`config.mk`:
```
export PLATFORM = sky130hd
export DESIGN_NAME = prio_irq_ctrl
export DESIGN_NICKNAME = d
export VERILOG_FILES = /design/src/rtl/prio_irq_ctrl.sv
export SDC_FILE = /design/constraint.sdc
export NUM_CORES = 1
export LEC_CHECK = 0
export BUFFER_PORTS_ARGS = -buffer_cell sky130_fd_sc_hd__clkbuf_2
export CORE_MARGIN = 3
export CORE_UTILIZATION = 54
export CTS_BUF_LIST = sky130_fd_sc_hd__clkbuf_4
export CTS_CLUSTER_DIAMETER = 50
export DETAILED_ROUTE_END_ITERATION = 8
export GPL_TIMING_DRIVEN = 0
export HOLD_SLACK_MARGIN = 0.15
export PLACE_DENSITY = 0.78
export REMOVE_ABC_BUFFERS = 1
export SLEW_MARGIN = 25
export SYNTH_ARGS = -nofsm -noshare
export SYNTH_HDL_FRONTEND = slang
export SYNTH_SLANG_ARGS = --single-unit
```
`constraint.sdc`:
```
create_clock -name clk -period 2.4 [get_ports clk]
set_clock_uncertainty 0.15 [all_clocks]
set_input_delay 0.36 -clock clk [delete_from_list [all_inputs] [get_ports clk]]
set_output_delay 0.36 -clock clk [all_outputs]
set_load 0.02 [all_outputs]
```
`src/rtl/prio_irq_ctrl.sv`:
```
`timescale 1ns/1ps
module prio_irq_ctrl #(
  parameter int NUM_SRC = 8,
  parameter int VEC_W = 12,
  parameter int unsigned VEC_BASE = 32'h040,
  parameter int unsigned VEC_STEP = 4,
  parameter int SRC_W = (NUM_SRC > 1) ? $clog2(NUM_SRC) : 1
) (
  input  logic               clk,
  input  logic               rst_n,
  input  logic [NUM_SRC-1:0] irq_req,
  input  logic               cfg_we,
  input  logic [SRC_W-1:0]   cfg_idx,
  input  logic               cfg_mask,
  input  logic [2:0]         cfg_lvl,
  input  logic               gie,
  output logic               irq_valid,
  output logic [2:0]         irq_lvl,
  output logic [VEC_W-1:0]   irq_vec,
  input  logic               irq_ack,
  input  logic               eos
);
  localparam int NLVL = 8;

  logic [NUM_SRC-1:0] mask_q;
  logic [2:0]         lvl_q [NUM_SRC];
  logic [NLVL-1:0]    pend_q, isr_q, set_vec, ack_bit, eos_bit;
  logic [2:0]         top_pend, cur_isr;
  logic               ack_go;

  function automatic logic [2:0] top_of(input logic [NLVL-1:0] v);
    top_of = '0;
    for (int i = 0; i < NLVL; i++)
      if (v[i]) top_of = 3'(i);
  endfunction

  always_comb begin
    set_vec = '0;
    for (int s = 0; s < NUM_SRC; s++)
      if (irq_req[s] && !mask_q[s]) set_vec[lvl_q[s]] = 1'b1;
  end

  assign top_pend  = top_of(pend_q);
  assign cur_isr   = top_of(isr_q);
  assign irq_valid = gie && (|pend_q) && (~|isr_q || top_pend > cur_isr);
  assign irq_lvl   = top_pend;
  assign irq_vec   = VEC_W'(VEC_BASE + 32'(top_pend) * VEC_STEP);
  assign ack_go    = irq_valid && irq_ack;
  assign ack_bit   = ack_go ? (NLVL'(1) << top_pend) : '0;
  assign eos_bit   = (eos && |isr_q) ? (NLVL'(1) << cur_isr) : '0;

  always_ff @(posedge clk or negedge rst_n) begin
    if (!rst_n) begin
      pend_q <= '0;
      isr_q  <= '0;
    end else begin
      pend_q <= (pend_q & ~ack_bit) | set_vec;
      isr_q  <= (isr_q & ~eos_bit) | ack_bit;
    end
  end

  always_ff @(posedge clk or negedge rst_n) begin
    if (!rst_n) begin
      mask_q <= '1;
      for (int s = 0; s < NUM_SRC; s++) lvl_q[s] <= '0;
    end else if (cfg_we) begin
      mask_q[cfg_idx] <= cfg_mask;
      lvl_q[cfg_idx]  <= cfg_lvl;
    end
  end
endmodule

```
==> Word level (Yosys, flattened, before mapping) <==
Index checks and enable logic that the tools add are counted.
{ "op_classes": {"addsub": 1, "multipliers": 0, "n_div": 0, "n_lt_le_gt_ge": 21, "eq_ne": 0, "n_shift": 2, "mux": 46, "bitwise": 14, "reduce_logical": 34} }
{ "op_table": {"columns": ["cell", "n"], "rows": [
  ["two-way mux 8 bit", 10],
  ["OR 8 bit", 9],
  ["two-way mux 3 bit", 13],
  ["< comparator 3 x 4 -> 1 bit, second input constant", 9],
  ["demux 1 bit (select 3 bit)", 9],
  [">= comparator 3 x 1 -> 1 bit, second input constant", 9],
  ["bitwise mux 24 bit", 1],
  ["logical AND 1 bit", 22],
  ["AND 8 bit", 2],
  ["inverter 8 bit", 2],
  ["OR reduction 8 bit", 2],
  ["<< shifter 1 x 3 -> 8 bit, first input constant", 2],
  ["two-way mux 1 bit", 11],
  ["demux 3 bit (select 3 bit)", 1],
  ["zero test 1 bit", 9],
  ["adder 7 x 5 -> 8 bit, first input constant", 1],
  ["bitwise mux 8 bit", 1],
  [">= comparator 4 bit, second input constant", 1],
  ["< comparator 4 x 1 -> 1 bit, second input constant", 1],
  ["inverter 3 -> 4 bit", 1],
  ["> comparator 3 bit", 1],
  ["logical OR 1 bit", 1]
]} }
{ "totals": {"ff_bits": 48, "latchBits": 0, "mem_bits_rw": 0, "romBits": 0, "inputBits": 21, "output_inout_bits": 16, "word_cells": 129, "mem_count": 0} }

==> Depth between registers and ports, before layout <==
Gate-level depths: netlist of the first run.
{ "depth": {"depth_word": 20, "depth_mapped": 12} }

==> Least setup slack after synthesis of the first run <==
OpenSTA, ideal clock, no wires.
{ "synth_timing": {"kind": "register to output", "start": "register pend_q[4]", "end": "output irq_valid", "t_arrival_ns": 2.403, "setup_slack_ns": -0.513, "path_stages_with_launch": 9, "path_buffers": 1, "cell_sequence": "dfrtp_1 > inv_1 > o21ai_0 > o21ai_0 > ha_1 > a211oi_1 > a2bb2oi_2 > clkbuf_1 > nor2b_1"} }
{ "synth_via": {"elab_chain_cells": 7, "elab_cells_between_ends": 9, "cone_classes": "order compare: 1; mux: 4; reduce/logical: 4"} }
{ "synth_lines": {"columns": ["element", "line_no", "source"], "rows": [
  ["start, declared", "27", "logic [NLVL-1:0] pend_q, isr_q, set_vec, ack_bit, eos_bit;"],
  ["start signal, assigned", "57", "pend_q <= (pend_q & ~ack_bit) | set_vec;"],
  ["two-way mux 3 bit (4 in a row)", "34", "if (v[i]) top_of = 3'(i);"],
  ["named net irq_lvl[1]", "18", "output logic [2:0] irq_lvl,"],
  ["> comparator 3 bit", "45", "assign irq_valid = gie && (|pend_q) && (~|isr_q || top_pend > cur_isr);"],
  ["logical OR 1 bit", "45", null],
  ["logical AND 1 bit", "45", null],
  ["end, declared", "17", "output logic irq_valid,"]
]} }
The timed path passes the listed nets, and every way through them passes these cells.

==> Worst setup path in the final report of the first run <==
{ "layout_timing": {"start": "register pend_q[6]", "end": "register pend_q[2]"} }
{ "layout_via": {"elab_chain_cells": 10, "elab_cells_between_ends": 13, "cone_classes": "order compare: 1; shift: 1; mux: 3; bitwise: 3; reduce/logical: 5"} }
{ "layout_lines": {"columns": ["element", "line_no", "source"], "rows": [
  ["two-way mux 3 bit (2 in a row)", "34", null],
  ["> comparator 3 bit", "45", null],
  ["logical OR 1 bit", "45", null],
  ["logical AND 1 bit", "45", null],
  ["logical AND 1 bit", "48", "assign ack_go = irq_valid && irq_ack;"],
  ["two-way mux 8 bit *", "49", "assign ack_bit = ack_go ? (NLVL'(1) << top_pend) : '0;"],
  ["inverter 8 bit *", "57", null],
  ["AND 8 bit *", "57", null],
  ["OR 8 bit *", "57", null]
]} }
Every way passes the cells marked *; elsewhere a longest branch is shown, timed or not.
A chain may end at the register's enable or synchronous reset.

==> impl_metrics.ini, run 1 <==
[timing]
fin_crit_sh = 1.19
maxClockFrequency_mhz = 351
worst-slew-pin-transition_ns = 0.693
relSlewSlack = 0.537
finalSetupViolations = 16
timing.setup.tns_ns = -2.51
timing.final.max_slew_violations = 0
setup_ws_ns = -0.453
rsz0062_at_grt = yes
final_hold_viol_count = 0
period_needed_ns = 2.85

[global_route]
global_route_wire_length_before_repair_um = 12200
groute.usage.overall = 0.250
global_route_overflow = 0
via_count_of_the_first_global_routing_pass = 2522
grt_antenna_before_repair = 0
maximum_number_of_pins_on_one_net_before_global_route_repair = 49

[logic_synthesis]
synth.most_common_cell = dfrtp_1
synth_top_area_share = 0.344
ys_ff_latch = 48
number_of_enable_type_register_cells_in_the_synthesized_netlist = 0
yosysWarnings = 0
synthesis.area_mm2 = 0.00291
yosys-top-cells-area = dfrtp_1, mux2_2, dfstp_2
netlist_top_cells_count = dfrtp_1, mux2_2, nor3b_1
synth_ff_type = dfrtp_1
synth.largest_area_cell = dfrtp_1
synth_sequential_area_ratio = 0.416
async_reset_ff_frac = 1.00
postSynthCellCount = 292
avgSynthCellArea_um2 = 9.98
synth_cell_type_count = 52

[final_layout]
drive_gt1_frac = 0.398
n_antenna_cell = 0
fillCellCount = 376
layout.cell_area.non_filler_mm2 = 0.00354
multi_input_area_mm2 = 0.00175
final-instance-count-excl-fill = 407
area.sequential_mm2 = 0.00121
design.final.nets = 360
area_overhead_of_the_layout_relative_to_synthesis_pct = 21.7

[routing]
drc = 0
antenna_violating_nets_post_route = 0
finalWirelength_um = 7520
dr.first_iter.drc_count = 142
drt_first_pass_iters = 5
routed-via-count = 2481
drt-wirelength-per-cell_um = 18.5
mean_number_of_vias_per_cell = 6.10

[worst_hold_path]
hold-path-endpoint = lvl_q[22]$_DFFE_PN0P_
worst_hold_path.num_cells = 3
timing.hold.worst.start = cfg_lvl[1]
worst_hold_path_type = input port to flip-flop

[critical_path]
worst-r2r-cell-count = 8
worst_ep_required_time_ns = 2.50
cp-end-kind = flip-flop
critical_path_arrival_ns = 2.95
critical-path-top-cell-by-count = or4_4
cell_at_the_slowest_stage_of_the_critical_path = or4_4
worst-path-max-fanout = 6
critPathLaunchType = flip-flop
path_cells = or4_4 > ha_4 > nand3_2 > o21ai_2 > a2bb2oi_4 > buf_6 > or4_4 > a211o_1
timing.critical_path.max_delay_family = simple AND/OR/NAND/NOR gates
cp.buffers_inverters = 1
timing.reg2reg.setup_slack_ns = -0.45
worst_r2r_dst = pend_q[2]$_DFF_PN0_
timing.rr.start = pend_q[6]$_DFF_PN0_
crit_path_max_incr_delay_ns = 0.55
timing_worst_setup_path_type = flip-flop to flip-flop

[floorplanning]
initial_utilization = 0.563
dieArea_mm2 = 0.00631
die-width_um = 79.4
core_area_mm2 = 0.00517
die_height_um = 79.4
placementRows = 26
top_level_ports = 37

[place]
number_of_i_o_port_buffers = 27
post_place_cell_area_mm2 = 0.00304
place_ws_ns = -0.686
placed_cells_incl_taps = 375
gpl.final_weighted_congestion = 0.994
place.detailed.hpwl_um = 5000

[status]
failed_checks = setup timing
run_status = finished, violations left

[clocking]
clkLatencyLatePin_ns = 0.36
tritoncts = done
cts_root_buffer = clkbuf_4
cts_buffers = 5
clock_sink_count = 48
cts.reportedPaths.clkPinSlew_ns = 0.14
cts_buffer_depth = 2
htree_num_levels = 2

[power]
ir_worst_vdd_uv = 1050
power.static_leakage_uw = 0.00140
power_per_cell_area_mw_per_mm2 = 1130
totalPowerFinal_uw = 3990

[run]
maxCapViolCount = 0
[worst min-delay path, cell delays in order]
cell,delay [ns]
clkbuf_2,0.17
nand2_1,0.08
o21ai_0,0.07
[how the worst max path moves through the flow]
stage                         from  cells past startpoint                  end
3_3_place_gp    isr_q[2]$_DFF_PN0_                      9  pend_q[2]$_DFF_PN0_
2_1_floorplan  pend_q[4]$_DFF_PN0_                      9  pend_q[2]$_DFF_PN0_
4_1_cts        pend_q[1]$_DFF_PN0_                     11            irq_valid
3_5_place_dp    isr_q[2]$_DFF_PN0_                      9  pend_q[2]$_DFF_PN0_
6_report       pend_q[6]$_DFF_PN0_                      8  pend_q[2]$_DFF_PN0_
5_1_grt        pend_q[1]$_DFF_PN0_                     11            irq_valid
[state kept, by name, indices dropped and copies added, names as in the netlist]
register,cells
isr_q,8
pend_q,8
lvl_q,24
mask_q,8
[cell type report]
cell class                 count  share of cell area
tap                           70              0.0247
timing repair buffer          51               0.102
sequential                    48               0.343
multi-input combinational    218               0.494
inverter                      12              0.0134
clock buffer                   6              0.0127
clock inverter                 2             0.00988
[cells by family after synthesis]
group,synth area share
and+or+nand+nor,0.270
AOI/OAI and AO/OA,0.124
DFF,0.416
buffers and inverters,0.0589
muxes,0.116
adders and majority gates,0.0129
other,0.00258
[per-layer routing]
metal  vias up  GRT usage  routed length, µm
met4         0     0.0893                166
met5         -          0                  0
met3        22     0.0395                319
met1      1201      0.306               3090
li1       1178          -                  -
met2        80      0.442               3940
[through the flow]
step | utilization | hold slack, ns
finish | 0.685 | 0.203
floorplan | - | -0.0856
global route | 0.685 | 0.215
global placement | 0.587 | 0.358
CTS | 0.671 | 0.184
detailed placement | 0.587 | 0.310
[where the power goes]
group | internal, µW | switching [µW]
clock network | 230 | 254
registers | 1010 | 261
logic | 1160 | 1080
total | 2390 | 1600
[cells in the final DEF (no fill, tap or decap), drive strengths merged, types with 3 or more instances in the layout]
cell    synthesis  routed
inv            12      12
dfrtp          40      40
a21oi           4       4
clkbuf          7      32
nor4            7       7
dfstp           8       8
conb            2       9
ha              3       3
mux2           30      30
nand3b         16      16
nand4           8       8
nand3           5       5
a31oi           5       5
buf            14      23
nor2           11      11
nor3b          21      21
nand4b          4       4
nand2b          6       6
o31ai           3       3
nor3           18      18
or4             5       5
o22ai           4       4
o21ai          14      14
nand2          15      15
[timing repair]
item,in CTS,in global routing
gates resized for setup,48,18
buffers inserted,16,7
endpoints found under the setup margin,17,17
pin swaps,18,14
endpoints found under the hold margin,41,0
hold buffers,2,0
gates cloned,1,0
(Power assumes the default switching activity.)
==> run 2, diff against run 1 <==
--- a/config.mk
+++ b/config.mk
@@ -13,7 +13,7 @@
 export DETAILED_ROUTE_END_ITERATION = 8
 export GPL_TIMING_DRIVEN = 0
 export HOLD_SLACK_MARGIN = 0.15
-export PLACE_DENSITY = 0.78
+export PLACE_DENSITY_LB_ADDON = 0.08
 export REMOVE_ABC_BUFFERS = 1
 export SLEW_MARGIN = 25
 export SYNTH_ARGS = -nofsm -noshare
==> impl_metrics.ini, run 2 (synthesized netlist as in run 1, its figures left out) <==
[routing]
routed-via-count = 2523
drc = 0
antenna_violating_nets_post_route = 0
drt_first_pass_iters = 4
mean_number_of_vias_per_cell = 6.29
drt-wirelength-per-cell_um = 19.6
finalWirelength_um = 7870
dr.first_iter.drc_count = 217

[worst_hold_path]
worst_hold_path_type = input port to flip-flop

[timing]
rsz0062_at_grt = yes
final_hold_viol_count = 0
setup_ws_ns = -0.474
finalSetupViolations = 17
maxClockFrequency_mhz = 348
smallest_hold_slack_ns = 0.190
worst-slew-pin-transition_ns = 0.799
relSlewSlack = 0.466
fin_crit_sh = 1.20
period_needed_ns = 2.87
timing.final.max_slew_violations = 0

[critical_path]
timing_worst_setup_path_type = flip-flop to flip-flop
critical_path_arrival_ns = 2.98
crit_path_max_incr_delay_ns = 0.50
worst-path-max-fanout = 5
critPathLaunchType = flip-flop
cp-end-kind = flip-flop
worst_ep_required_time_ns = 2.50
cell_at_the_slowest_stage_of_the_critical_path = or4_4
cp.buffers_inverters = 2
path_cells = nand2b_1 > a21oi_2 > o21ba_2 > or2_4 > inv_2 > ha_4 > nand3_2 > o21ai_2 > a2bb2oi_4 > buf_6 > or4_4 > a211o_1
timing.critical_path.max_delay_family = simple AND/OR/NAND/NOR gates

[power]
power_per_cell_area_mw_per_mm2 = 1220
ir_worst_vdd_uv = 1200
power.static_leakage_uw = 0.00140
totalPowerFinal_uw = 4330

[global_route]
via_count_of_the_first_global_routing_pass = 2359
maximum_number_of_pins_on_one_net_before_global_route_repair = 49
global_route_overflow = 0
global_route_wire_length_before_repair_um = 12000
grt_antenna_before_repair = 0
groute.usage.overall = 0.246

[place]
place.detailed.hpwl_um = 4960
placed_cells_incl_taps = 375
gpl.final_weighted_congestion = 0.906
number_of_i_o_port_buffers = 27

[final_layout]
area_overhead_of_the_layout_relative_to_synthesis_pct = 22.4
drive_gt1_frac = 0.375
largest_reg_flops = 24
top_library_cells_by_usage_in_the_layout_fill_and_taps_aside = dfrtp_1, mux2_2, clkbuf_2
layout.cells.most_common = dfrtp_1
n_antenna_cell = 0
design.final.nets = 354
max_flop_register = lvl_q
final-instance-count-excl-fill = 401

[floorplanning]
placementRows = 26
initial_utilization = 0.563
die_height_um = 79.4
top_level_ports = 37
dieArea_mm2 = 0.00631
die-width_um = 79.4
core_area_mm2 = 0.00517

[status]
run_status = finished, violations left
failed_checks = setup timing

[clocking]
clkLatencyLatePin_ns = 0.36
tritoncts = done
cts_buffer_depth = 2
clock_sink_count = 48
cts_buffers = 5
htree_num_levels = 2
cts_root_buffer = clkbuf_4
cts.reportedPaths.clkPinSlew_ns = 0.14

[run]
maxCapViolCount = 0
-- run 2: final cells by class --
cell class | count | area [µm²]
clock buffer | 5 | 37.5
multi-input combinational | 218 | 1760
inverter | 12 | 45.0
fill | 395 | 1610
timing repair buffer | 45 | 333
tap | 70 | 87.6
clock inverter | 3 | 90.1
sequential | 48 | 1210
-- run 2: routing by layer --
| metal | wire length [µm] | vias up | GRT usage |
|---|---|---|---|
| met5 | 0 | - | 0 |
| met4 | 239 | 0 | 0.0670 |
| met3 | 425 | 30 | 0.0406 |
| met2 | 3890 | 97 | 0.422 |
| met1 | 3320 | 1235 | 0.320 |
| li1 | - | 1161 | - |
-- run 2: timing repair --
action                                 in CTS  in global routing
resized for setup                          34                 23
setup buffers                               9                  7
setup endpoints to repair                  17                 17
pin swaps                                  12                 14
cloned                                      0                  1
hold buffers                                2                  0
endpoints found under the hold margin      41                  0
-- run 2: power breakdown --
group / switching, µW / internal (µW) / leakage [µW]
registers: 262 / 1010 / 0.000557
clock network: 261 / 429 / 0.0000654
logic: 1150 / 1230 / 0.000776
total: 1670 / 2660 / 0.00140
-- run 2: metrics by stage --
stage | util | setup WS (ns) | area [µm²] | setup TNS (ns)
floorplan | - | -0.933 | 2810 | -10.79
global placement | 0.587 | -0.623 | 3040 | -6.08
detailed placement | 0.587 | -0.645 | 3040 | -7.09
CTS | 0.658 | -0.415 | 3400 | -2.40
global route | 0.689 | -0.558 | 3560 | -5.99
finish | 0.689 | -0.474 | 3560 | -4.71
-- run 2: final timing paths --
| kind | cells past startpoint | end | slack (ns) | from |
|---|---|---|---|---|
| worst min-delay path | 3 | lvl_q[23]$_DFFE_PN0P_ | 0.19 | cfg_lvl[2] |
| min in group asynchronous | 2 | isr_q[2]$_DFF_PN0_ | 0.43 | rst_n |
| worst max-delay path | 12 | pend_q[2]$_DFF_PN0_ | -0.47 | pend_q[1]$_DFF_PN0_ |
| worst min register to register | 1 | lvl_q[14]$_DFFE_PN0P_ | 0.40 | lvl_q[14]$_DFFE_PN0P_ |
| worst max register to register | 12 | pend_q[2]$_DFF_PN0_ | -0.47 | pend_q[1]$_DFF_PN0_ |
| max in group asynchronous | 2 | pend_q[5]$_DFF_PN0_ | 1.20 | rst_n |
-- run 2: tightest hold or removal path, delay by kind of cell --
kind	cells	cell delay (ns)
buffers and inverters	1	0.16
AO/OA/AOI/OAI	1	0.07
AND/OR/NAND/NOR	1	0.08
